<file path="config.mk">
export PLATFORM = sky130hd
export DESIGN_NAME = tsp_port
export DESIGN_NICKNAME = d
export VERILOG_FILES = /design/src/rtl/tsp_pkg.sv /design/src/rtl/tsp_sync.sv /design/src/rtl/tsp_regs.sv /design/src/rtl/tsp_pad.sv /design/src/rtl/tsp_port.sv
export SDC_FILE = /design/constraint.sdc
export NUM_CORES = 1
export LEC_CHECK = 0
export ABC_CLOCK_PERIOD_IN_PS = 1470
export BUFFER_PORTS_ARGS = -buffer_cell sky130_fd_sc_hd__buf_4
export CORE_MARGIN = 8
export CORE_UTILIZATION = 48
export CTS_CLUSTER_DIAMETER = 30
export DETAILED_ROUTE_END_ITERATION = 7
export GPL_TIMING_DRIVEN = 1
export PLACE_DENSITY = 0.85
export SYNTH_ARGS = -nofsm -noshare
export SYNTH_HDL_FRONTEND = slang
export SYNTH_SLANG_ARGS = --single-unit
</file>
<file path="constraint.sdc">
create_clock -name clk -period 1.47 [get_ports clk]
set_clock_uncertainty 0.2 [all_clocks]
set_input_delay 0.147 -clock clk [delete_from_list [all_inputs] [get_ports clk]]
set_output_delay 0.147 -clock clk [all_outputs]
set_load 0.02 [all_outputs]
</file>
<file path="src/rtl/tsp_pkg.sv">
package tsp_pkg;
  localparam int ADDR_W = 3;

  typedef enum logic [ADDR_W-1:0] {
    REG_DATA   = 3'd0,
    REG_DIR    = 3'd1,
    REG_DRIVE  = 3'd2,
    REG_COMMIT = 3'd3,
    REG_ALT    = 3'd4
  } reg_e;

  localparam int ALT_W = 2;
endpackage

</file>
<file path="src/rtl/tsp_sync.sv">
module tsp_sync #(
  parameter int WIDTH  = 8,
  parameter int STAGES = 2
) (
  input  logic             clk,
  input  logic             rst_n,
  input  logic [WIDTH-1:0] din,
  output logic [WIDTH-1:0] dout
);
  logic [STAGES-1:0][WIDTH-1:0] stage_q;

  always_ff @(posedge clk or negedge rst_n) begin
    if (!rst_n) begin
      stage_q <= '0;
    end else begin
      stage_q[0] <= din;
      for (int s = 1; s < STAGES; s++) stage_q[s] <= stage_q[s-1];
    end
  end

  assign dout = stage_q[STAGES-1];
endmodule

</file>
<file path="src/rtl/tsp_regs.sv">
module tsp_regs
  import tsp_pkg::*;
#(
  parameter int WIDTH = 8
) (
  input  logic              clk,
  input  logic              rst_n,
  input  logic [ADDR_W-1:0] addr,
  input  logic              wr,
  input  logic [WIDTH-1:0]  wdata,
  input  logic              tick,
  output logic [WIDTH-1:0]  dir_q,
  output logic [WIDTH-1:0]  od_q,
  output logic              tick_mode,
  output logic [ALT_W-1:0]  alt_q,
  output logic [WIDTH-1:0]  latch_q
);
  logic [WIDTH-1:0] stage_q;
  logic             pending_q;
  logic             wr_data;
  logic             commit;

  assign wr_data = wr && (addr == REG_DATA);
  // commit source: next clock, or wait for the timer pulse
  assign commit  = pending_q && (!tick_mode || tick);

  always_ff @(posedge clk or negedge rst_n) begin
    if (!rst_n) begin
      dir_q     <= '0;
      od_q      <= '0;
      tick_mode <= 1'b0;
      alt_q     <= '0;
    end else if (wr) begin
      case (addr)
        REG_DIR:    dir_q     <= wdata;
        REG_DRIVE:  od_q      <= wdata;
        REG_COMMIT: tick_mode <= wdata[0];
        REG_ALT:    alt_q     <= wdata[ALT_W-1:0];
        default: ;
      endcase
    end
  end

  always_ff @(posedge clk or negedge rst_n) begin
    if (!rst_n) begin
      stage_q   <= '0;
      latch_q   <= '0;
      pending_q <= 1'b0;
    end else begin
      if (wr_data) stage_q <= wdata;
      if (commit)  latch_q <= stage_q;
      pending_q <= wr_data || (pending_q && !commit);
    end
  end
endmodule

</file>
<file path="src/rtl/tsp_pad.sv">
module tsp_pad
  import tsp_pkg::*;
#(
  parameter int WIDTH   = 8,
  parameter int TXA_POS = 6,
  parameter int TXB_POS = 4
) (
  input  logic [WIDTH-1:0] latch_q,
  input  logic [WIDTH-1:0] dir_q,
  input  logic [WIDTH-1:0] od_q,
  input  logic [ALT_W-1:0] alt_q,
  input  logic             txa,
  input  logic             txb,
  output logic [WIDTH-1:0] pad_out,
  output logic [WIDTH-1:0] pad_oe
);
  for (genvar b = 0; b < WIDTH; b++) begin : gen_bit
    logic lvl;
    if (b == TXA_POS) begin : g_txa
      assign lvl = alt_q[0] ? txa : latch_q[b];
    end else if (b == TXB_POS) begin : g_txb
      assign lvl = alt_q[1] ? txb : latch_q[b];
    end else begin : g_plain
      assign lvl = latch_q[b];
    end
    // open drain: only a low level is driven
    assign pad_oe[b]  = dir_q[b] & (~od_q[b] | ~lvl);
    assign pad_out[b] = dir_q[b] & ~od_q[b] & lvl;
  end
endmodule

</file>
<file path="src/rtl/tsp_port.sv">
module tsp_port
  import tsp_pkg::*;
#(
  parameter int WIDTH       = 8,
  parameter int SYNC_STAGES = 2,
  parameter int TXA_POS     = 6,
  parameter int TXB_POS     = 4,
  parameter int RXA_POS     = 7,
  parameter int RXB_POS     = 5
) (
  input  logic              clk,
  input  logic              rst_n,
  input  logic [ADDR_W-1:0] bus_addr,
  input  logic              bus_wr,
  input  logic [WIDTH-1:0]  bus_wdata,
  output logic [WIDTH-1:0]  bus_rdata,
  input  logic              timer_tick,
  input  logic              ser_txa,
  input  logic              ser_txb,
  output logic              ser_rxa,
  output logic              ser_rxb,
  input  logic [WIDTH-1:0]  pad_in,
  output logic [WIDTH-1:0]  pad_out,
  output logic [WIDTH-1:0]  pad_oe
);
  logic [WIDTH-1:0] dir_q, od_q, out_latch, in_sync;
  logic             tick_mode;
  logic [ALT_W-1:0] alt_q;

  tsp_regs #(.WIDTH(WIDTH)) u_regs (
    .clk(clk), .rst_n(rst_n), .addr(bus_addr), .wr(bus_wr), .wdata(bus_wdata),
    .tick(timer_tick), .dir_q(dir_q), .od_q(od_q), .tick_mode(tick_mode),
    .alt_q(alt_q), .latch_q(out_latch)
  );

  tsp_pad #(.WIDTH(WIDTH), .TXA_POS(TXA_POS), .TXB_POS(TXB_POS)) u_pad (
    .latch_q(out_latch), .dir_q(dir_q), .od_q(od_q), .alt_q(alt_q),
    .txa(ser_txa), .txb(ser_txb), .pad_out(pad_out), .pad_oe(pad_oe)
  );

  tsp_sync #(.WIDTH(WIDTH), .STAGES(SYNC_STAGES)) u_sync (
    .clk(clk), .rst_n(rst_n), .din(pad_in), .dout(in_sync)
  );

  assign ser_rxa = in_sync[RXA_POS];
  assign ser_rxb = in_sync[RXB_POS];

  always_comb begin
    bus_rdata = '0;
    case (bus_addr)
      REG_DATA:   bus_rdata = in_sync;
      REG_DIR:    bus_rdata = dir_q;
      REG_DRIVE:  bus_rdata = od_q;
      REG_COMMIT: bus_rdata[0] = tick_mode;
      REG_ALT:    bus_rdata[ALT_W-1:0] = alt_q;
      default:    bus_rdata = '0;
    endcase
  end
endmodule

</file>
==> impl_metrics.ini, run 1 <==
[final_layout]
postLayoutCoreUtil_pct = 76.9
fin_nets = 283
diodes = 0
drive_gt1_share_pct = 60.6
final_cells = 311
finalInstanceArea_um2 = 3370
area_growth_pct = 52.5

[timing]
rsz0062_at_grt = yes
setup_violations = 29
slew_viol_final = 0
period_needed_ps = 1750
setup-tns-final_ps = -3610
min_period_over_period_pct = 119
fin_ws_ps = -278
slew_headroom_pct = 56.6
worst_slew_pin_slew_ps = 651
hold_viol = 0
timing.fmax_mhz = 572
timing.hold.ws_ps = 63.7

[logic_synthesis]
synth-seq-area-share_pct = 58.8
synth_warnings = 0
synth.distinct_cells = 27
syn_inst = 164
synth-seq-cells = 52
synth_fp_nets = 189
avgSynthCellArea_um2 = 13.5
netlist_area_um2 = 2210

[route]
via_count = 1702
ant_nets = 0
drc = 0
first_iter_violations = 151
vias_per_cell = 5.47
wl_per_cell_um = 20.2
drt_pass1_iterations = 4
totalWireLength_um = 6290

[pwr]
p_clk_share_pct = 19.4
vdd_drop_max_uv = 1030
powerDensity_nw_per_um2 = 1310
switchingPower_mw = 1.46
swShare_pct = 33.1
seqPwrFrac_pct = 45.8
p_leak_nw = 1.56
intPower_mw = 2.94
pwr-share-comb_pct = 34.8
finalPower_mw = 4.40

[critical_path]
critical-path-max-stage-delay_ps = 410
cp_data_arrival_time_ps = 1400
crit_chain = mux2i_1 -> nor3b_1 -> a311o_1 -> buf_6
critPathRequiredTime_ps = 1120
critPathTopFamily = flip-flops
path_buf_inv = 1
critical_path.endpoint_type = output pin
start_kind = register
worstSetupPathType = reg2out
cp_slowest_cell = dfrtp_1
worstPathMaxFanout = 2

[clocking]
cts_tree = done
cts.sinks = 52
clk-insertion-delay-late_ps = 330
root_buffer = clkbuf_8
cts_buffers = 5
cts.reportedPaths.clkPinSlew_ps = 110
htreeDepth = 2
clk_path_buf_depth = 2

[floorplan]
coreArea_um2 = 4380
io_pins = 51
floorplan.rows = 24
die-area_um2 = 7040
start_util_pct = 50.5
die_h_um = 83.9
die_w_um = 83.9

[global_route]
globalRouteOverflowTotal = 0
grt_pass1_vias = 1846
grt_pass1_wl_um = 9330
antenna_found_initial = 0
grt_max_degree = 53
gr-usage-all-layers_pct = 16.5

[placement]
io_buffers = 50
dp_hpwl_um = 3690
dp.cells = 273
place.gp.congestion = 0.766
placed_cell_area_um2 = 2760
preCtsSetupSlack_ps = -37.8

[hold_path]
min_path_type = in2reg

[outcome]
failed_checks = setup timing
status = finished, violations left

[run]
maxCapViolations = 0
-- power groups by stage --
stage               clock network, mW  registers [mW]  logic [mW]
detailed placement                  0            1.96        1.05
CTS                             0.845            1.94        1.32
global route                    0.922            2.05        1.63
global placement                    0            1.94        1.02
floorplan                           0            1.89       0.652
finish                          0.853            2.02        1.53
-- flip-flops by register name, indices dropped and copies added, names as in the netlist --
name / cells
u_regs.alt_q: 2
u_regs.dir_q: 8
u_regs.latch_q: 8
u_regs.od_q: 8
u_regs.pending_q: 1
u_regs.stage_q: 8
u_regs.tick_mode: 1
u_sync.dout: 8
u_sync.stage_q: 8
-- cell families after synthesis --
logic type,after synthesis,share of synthesized area [%]
flops,52,58.8
mux,45,22.4
simple gates,37,10.0
compound gates,20,6.34
buf+inv,10,2.43
-- what timing repair did --
item | in CTS | in global routing
pin swaps | 9 | 7
hold buffers | 18 | 0
gates resized for setup | 30 | 42
endpoints found under the hold margin | 88 | 0
buffers inserted | 10 | 4
endpoints found under the setup margin | 18 | 31
-- worst min-delay path, cell delays in order --
cell     delay, ps
buf_4          100
and4b_1        220
o21ai_0         90
-- synthesized netlist by cell type --
library cell | number | area, um2
dfrtp_1 | 52 | 1300
a31o_2 | 1 | 8.76
o21ai_0 | 1 | 5.00
a2bb2oi_1 | 1 | 8.76
buf_2 | 4 | 20.0
a21oi_1 | 6 | 30.0
buf_6 | 1 | 11.3
nor3b_1 | 1 | 7.51
buf_4 | 1 | 7.51
nor3_1 | 1 | 5.00
nor2b_1 | 1 | 6.26
a21boi_0 | 8 | 60.1
and4bb_2 | 2 | 25.0
and3b_1 | 2 | 17.5
nor4bb_1 | 1 | 10.0
o32ai_1 | 1 | 8.76
or2_2 | 6 | 37.5
o21ai_2 | 1 | 8.76
mux2i_1 | 9 | 90.1
inv_1 | 2 | 7.51
nor4b_4 | 1 | 23.8
and4b_1 | 1 | 10.0
a311o_1 | 1 | 10.0
clkbuf_1 | 2 | 7.51
nand2_1 | 14 | 52.6
nor2_1 | 7 | 26.3
mux2_2 | 36 | 405
-- cells in the final DEF, fill, tap and decap left out, types with 2 or more instances in the layout --
cell type and n:
a21boi_2 3, and3b_1 2, nor2_4 2, or2_4 5, dfrtp_1 51, nand2_1 9
a21boi_1 2, and4bb_2 2, dlygate4sd3_1 18, a21boi_4 3, mux2_4 6, clkbuf_8 5
buf_6 25, nand2_2 3, mux2_2 30, clkinvlp_4 2, nor2_2 3, inv_1 2
a21oi_4 3, nor2_1 2, buf_4 51, mux2i_1 9, nand2_4 2, a21oi_2 3
-- routing by layer --
layer | vias up | part of all wire (%) | track usage (%) | wire [um]
met5 | - | 0 | 0 | 0
met4 | 0 | 2.8 | 5.34 | 178
met3 | 15 | 4.5 | 5.08 | 285
met2 | 58 | 54 | 29.6 | 3420
met1 | 869 | 38 | 17.8 | 2410
li1 | 760 | - | - | -
-- final cells by class --
class                   count  area (um2)
clock inverters             3        23.8
clock buffers               5        68.8
repair buffers             95         865
fillers                   248        1010
inverters                   2        7.51
multi-input cells         102        1040
well taps                  52        65.1
flip-flops and latches     52        1300
-- path summary, 6_finish.rpt --
path,start,endpoint,slack (ps),cells past startpoint
worst min register to register,u_sync.stage_q[7]$_DFF_PN0_,u_sync.dout[7]$_DFF_PN0_,160,0
min in group asynchronous,rst_n,u_regs.dir_q[5]$_DFFE_PN0P_,190,2
max in group asynchronous,rst_n,u_regs.latch_q[2]$_DFFE_PN0P_,430,2
worst max register to register,u_regs.tick_mode$_DFFE_PN0P_,u_regs.latch_q[6]$_DFFE_PN0P_,-80,5
worst min-delay path,bus_wr,u_regs.tick_mode$_DFFE_PN0P_,60,3
worst max-delay path,u_regs.dir_q[0]$_DFFE_PN0P_,bus_rdata[0],-280,4
No activity file was read; power rests on OpenSTA's default activity.
==> inputs of run 2 (changes only) <==
--- a/config.mk
+++ b/config.mk
@@ -7,6 +7,7 @@
 export LEC_CHECK = 0
 export ABC_CLOCK_PERIOD_IN_PS = 1470
 export BUFFER_PORTS_ARGS = -buffer_cell sky130_fd_sc_hd__buf_4
+export CORE_ASPECT_RATIO = 1.75
 export CORE_MARGIN = 8
 export CORE_UTILIZATION = 48
 export CTS_CLUSTER_DIAMETER = 30
==> impl_metrics.ini, run 2 (synthesized netlist as in run 1, its figures left out) <==
[timing]
setup-tns-final_ps = -2270
hold_viol = 0
worst_slew_pin_slew_ps = 261
min_period_over_period_pct = 118
period_needed_ps = 1740
slew_headroom_pct = 82.3
rsz0062_at_grt = yes
timing.fmax_mhz = 574
slew_viol_final = 0
fin_ws_ps = -272
setup_violations = 13

[floorplan]
start_util_pct = 50.2
floorplan.rows = 32
die_w_um = 67.3
die_h_um = 106
coreArea_um2 = 4400
die-area_um2 = 7120
io_pins = 51

[pwr]
powerDensity_nw_per_um2 = 1330
p_leak_nw = 1.57
vdd_drop_max_uv = 1030

[clocking]
cts.reportedPaths.clkPinSlew_ps = 90
cts_buffers = 5
root_buffer = clkbuf_8
clk_path_buf_depth = 2
cts_tree = done
cts.sinks = 52
clk-insertion-delay-late_ps = 300
htreeDepth = 2

[placement]
dp.cells = 274
dp_hpwl_um = 3710
place.gp.congestion = 0.827
io_buffers = 50

[critical_path]
critPathTopFamily = flip-flops
cp_data_arrival_time_ps = 1390
worstPathMaxFanout = 3
crit_chain = mux2i_1 -> nor3b_1 -> a311o_1 -> buf_6
cp_slowest_cell = dfrtp_1
worstSetupPathType = reg2out
critical_path.endpoint_type = output pin
critical-path-max-stage-delay_ps = 410
critPathRequiredTime_ps = 1120
path_buf_inv = 1
start_kind = register

[final_layout]
final_cells = 309
layout_commonest_cell = dfrtp_1
fin_nets = 282
area_growth_pct = 53.7
layout_common_cells = dfrtp_1 (52), buf_4 (48), mux2_2 (34), buf_6 (26), dlygate4sd3_1 (18)
diodes = 0
drive_gt1_share_pct = 59.7

[route]
vias_per_cell = 5.31
drt_pass1_iterations = 4
first_iter_violations = 35
wl_per_cell_um = 18.5
drc = 0
ant_nets = 0
via_count = 1641
totalWireLength_um = 5710

[global_route]
antenna_found_initial = 0
grt_pass1_wl_um = 8660
grt_max_degree = 34
globalRouteOverflowTotal = 0
grt_pass1_vias = 1780
gr-usage-all-layers_pct = 15.7

[outcome]
failed_checks = setup timing
status = finished, violations left

[hold_path]
min_path_type = in2async

[run]
maxCapViolations = 0
run 2: cell types whose count changed in the layout (fill, tap and decap cells not counted), sizes merged:
cell,previous run,this run
buf,77,76
bufinv,0,1
clkbuf,5,7
clkinv,1,0
clkinvlp,2,0
run 2: worst paths after layout:
kind,slack [ps],cells after the start,end,startpoint
min reg2reg,150,0,u_sync.dout[3]$_DFF_PN0_,u_sync.stage_q[3]$_DFF_PN0_
max,-270,4,bus_rdata[0],u_regs.tick_mode$_DFFE_PN0P_
min in group clk,60,3,u_regs.tick_mode$_DFFE_PN0P_,bus_wr
max reg2reg,40,4,u_regs.latch_q[7]$_DFFE_PN0P_,u_regs.tick_mode$_DFFE_PN0P_
min,60,2,u_regs.stage_q[7]$_DFFE_PN0P_,rst_n
max in group asynchronous,560,3,u_regs.latch_q[3]$_DFFE_PN0P_,rst_n
run 2: repair_timing:
item                                    CTS  global route
endpoints found under the setup margin   15            30
endpoints found under the hold margin    88             0
resized for setup                        24            42
pin swaps                                 8            11
hold buffers                             18             0
setup buffers                             8             7
run 2: cell type report:
cell class | instances | area, um2
Sequential cell | 52 | 1300
Multi-Input combinational cell | 102 | 1030
Fill cell | 267 | 1000
Timing Repair Buffer | 94 | 873
Clock buffer | 7 | 96.3
Tap cell | 51 | 63.8
Clock inverter | 1 | 30.0
Inverter | 2 | 7.51
run 2: through the flow:
step / setup slack (ps) / hold slack [ps] / utilization, % / area, um2 / power (mW)
after floorplan: 9.69 / -349 / - / 2230 / 2.55
after global placement: -6.01 / -155 / 63.2 / 2780 / 2.98
after detailed placement: -18.6 / -153 / 63.2 / 2780 / 3.03
after CTS: -257 / 54.7 / 73.0 / 3210 / 4.26
after global routing: -320 / 64.9 / 77.2 / 3400 / 4.72
final: -272 / 58.2 / 77.2 / 3400 / 4.51
run 2: per-layer routing:
| layer | routed length (um) | GRT usage [%] | up-vias | part of all wire, % |
|---|---|---|---|---|
| met3 | 236 | 4.03 | 8 | 4.1 |
| li1 | - | - | 761 | - |
| met5 | 0 | 0 | - | 0 |
| met2 | 3040 | 26.6 | 37 | 53 |
| met1 | 2340 | 18.0 | 835 | 41 |
| met4 | 97 | 6.17 | 0 | 1.7 |
run 2: worst register-to-register path: stages, from the launching register on:
cell and delay (ps):
dfrtp_1 390, inv_1 90, o21ai_4 150, buf_6 150, mux2_2 340
run 2: power by group:
group	switching (mW)	total, mW	internal, mW	leakage, nW
registers	0.281	2.00	1.72	0.623
clock network	0.442	1.04	0.600	0.0645
logic	0.615	1.47	0.854	0.880
total	1.34	4.51	3.18	1.57
==> inputs of run 3 (changes only) <==
--- a/config.mk
+++ b/config.mk
@@ -5,11 +5,11 @@
 export SDC_FILE = /design/constraint.sdc
 export NUM_CORES = 1
 export LEC_CHECK = 0
-export ABC_CLOCK_PERIOD_IN_PS = 1470
+export ABC_CLOCK_PERIOD_IN_PS = 1800
 export BUFFER_PORTS_ARGS = -buffer_cell sky130_fd_sc_hd__buf_4
 export CORE_ASPECT_RATIO = 1.75
 export CORE_MARGIN = 8
-export CORE_UTILIZATION = 48
+export CORE_UTILIZATION = 50
 export CTS_CLUSTER_DIAMETER = 30
 export DETAILED_ROUTE_END_ITERATION = 7
 export GPL_TIMING_DRIVEN = 1
==> constraint.sdc (replaced) <==
create_clock -name clk -period 1.8 [get_ports clk]
set_clock_uncertainty 0.2 [all_clocks]
set_input_delay 0.18 -clock clk [delete_from_list [all_inputs] [get_ports clk]]
set_output_delay 0.18 -clock clk [all_outputs]
set_load 0.02 [all_outputs]
==> impl_metrics.ini, run 3 (synthesized netlist as in run 1, its figures left out) <==
[final_layout]
diodes = 0
ff_latch_area_um2 = 1300
fillers = 327
finalInstanceArea_um2 = 3020
area_growth_pct = 36.6
layout_common_cells = buf_4 (62), dfrtp_1 (52), mux2_2 (35), dlygate4sd3_1 (17), nand2_1 (14)
final_cells = 296
fin_nets = 270
multi_input_area_um2 = 902
layout_commonest_cell = buf_4
drive_gt1_share_pct = 51.0

[critical_path]
r2r_start = u_regs.tick_mode$_DFFE_PN0P_
critPathLaunch = u_regs.alt_q[1]$_DFFE_PN0P_
start_kind = register
r2r_cells = 4
cp_data_arrival_time_ps = 1380
critical-path-max-stage-delay_ps = 420
timing.critical_path.to = pad_out[4]
critPathTopFamily = flip-flops
worstPathMaxFanout = 3
cp.depth = 3
crit_chain = mux2_4 -> and3b_1 -> buf_4
timing.rr.end = u_regs.latch_q[2]$_DFFE_PN0P_
reg2reg_setup_slack_ps = 320
path_buf_inv = 1
worstSetupPathType = reg2out
critical_path.endpoint_type = output pin
critPathRequiredTime_ps = 1420
cp_slowest_cell = dfrtp_1

[run]
maxCapViolations = 0

[route]
first_iter_violations = 50
drc = 0
vias_per_cell = 5.24
via_count = 1551
drt_pass1_iterations = 4
totalWireLength_um = 5040
wl_per_cell_um = 17.0
ant_nets = 0

[timing]
setup_violations = 0
hold_viol = 0
slew_viol_final = 0
worst_slew_pin_slew_ps = 634
slew_headroom_pct = 57.7
fin_ws_ps = 38.7
min_period_over_period_pct = 97.9
timing.fmax_mhz = 568
rsz0062_at_grt = yes
period_needed_ps = 1760

[floorplan]
floorplan.rows = 32
start_util_pct = 51.2
die_w_um = 66.3
coreArea_um2 = 4320
die-area_um2 = 6890
io_pins = 51
die_h_um = 104

[global_route]
grt_max_degree = 53
gr-usage-all-layers_pct = 15.5
grt_pass1_wl_um = 8210
globalRouteOverflowTotal = 0
antenna_found_initial = 0
grt_pass1_vias = 1740

[placement]
preCtsSetupSlack_ps = 238
place.gp.congestion = 0.801
io_buffers = 50
dp_hpwl_um = 3620
dp.cells = 265
placed_cell_area_um2 = 2670

[clocking]
cts.sinks = 52
cts_tree = done
htreeDepth = 2
clk-insertion-delay-late_ps = 300
root_buffer = clkbuf_8
cts.reportedPaths.clkPinSlew_ps = 80
cts_buffers = 5
clk_path_buf_depth = 2

[hold_path]
hold_path_depth = 3
min_path_type = in2reg

[pwr]
vdd_drop_max_uv = 798
powerDensity_nw_per_um2 = 1030
p_leak_nw = 1.41

[outcome]
status = complete, no violations
run 3: cell count changes in the layout (fill, tap and decap cells not counted), sizes merged:
| cell | before | now |
|---|---|---|
| dlygate4sd3 | 18 | 17 |
| clkbuf | 7 | 6 |
| bufinv | 1 | 0 |
| clkinv | 0 | 1 |
| buf | 76 | 65 |
run 3: what timing repair did:
| action | CTS | global route |
|---|---|---|
| resized for setup | 4 | 11 |
| pin swaps | 0 | 2 |
| setup endpoints to repair | 6 | 8 |
| endpoints found under the hold margin | 87 | 0 |
| hold buffers | 17 | 0 |
| buffers inserted | 3 | 4 |
run 3: report_power, final:
part	switching [mW]	internal, mW
Combinational	0.412	0.521
Clock	0.335	0.265
Sequential	0.175	1.41
Total	0.922	2.19
run 3: cell type report:
class | instances | share of cell area (%)
clock inverter | 1 | 0.166
tap | 51 | 2.11
inverter | 2 | 0.248
sequential | 52 | 43.1
multi-input combinational | 102 | 29.9
clock buffer | 6 | 2.40
timing repair buffer | 82 | 22.2
run 3: metrics by stage:
| step | TNS [ps] | hold WS (ps) | utilization, % | total power, mW |
|---|---|---|---|---|
| 6_report | 0 | 25.2 | 69.9 | 3.11 |
| 5_1_grt | -60.8 | 22.7 | 69.9 | 3.29 |
| 4_1_cts | 0 | 11.7 | 68.3 | 3.09 |
| 3_5_place_dp | 0 | 40.8 | 61.8 | 2.43 |
| 3_3_place_gp | 0 | 35.7 | 61.8 | 2.39 |
| 2_1_floorplan | 0 | -316 | - | 2.07 |
run 3: worst register-to-register path, stage by stage, from the launching register on:
cell	delay, ps
dfrtp_1	380
inv_1	80
o21ai_2	170
buf_4	190
mux2_2	350
run 3: worst min-delay path by stage:
stage / from / end / slack [ps]
3_5_place_dp: rst_n / u_regs.pending_q$_DFF_PN0_ / 40
5_1_grt: timer_tick / u_regs.pending_q$_DFF_PN0_ / 20
4_1_cts: timer_tick / u_regs.pending_q$_DFF_PN0_ / 10
2_1_floorplan: rst_n / u_regs.alt_q[0]$_DFFE_PN0P_ / -320
6_report: timer_tick / u_regs.pending_q$_DFF_PN0_ / 30
3_3_place_gp: rst_n / u_regs.latch_q[0]$_DFFE_PN0P_ / 40
run 3: metal layers:
layer	part of all wire [%]	wire [um]	up-vias	GRT usage [%]
li1	-	-	735	-
met1	37	1880	772	16.5
met2	55	2780	34	26.4
met3	4.9	245	10	3.88
met4	2.7	134	0	8.60
met5	0	0	-	0
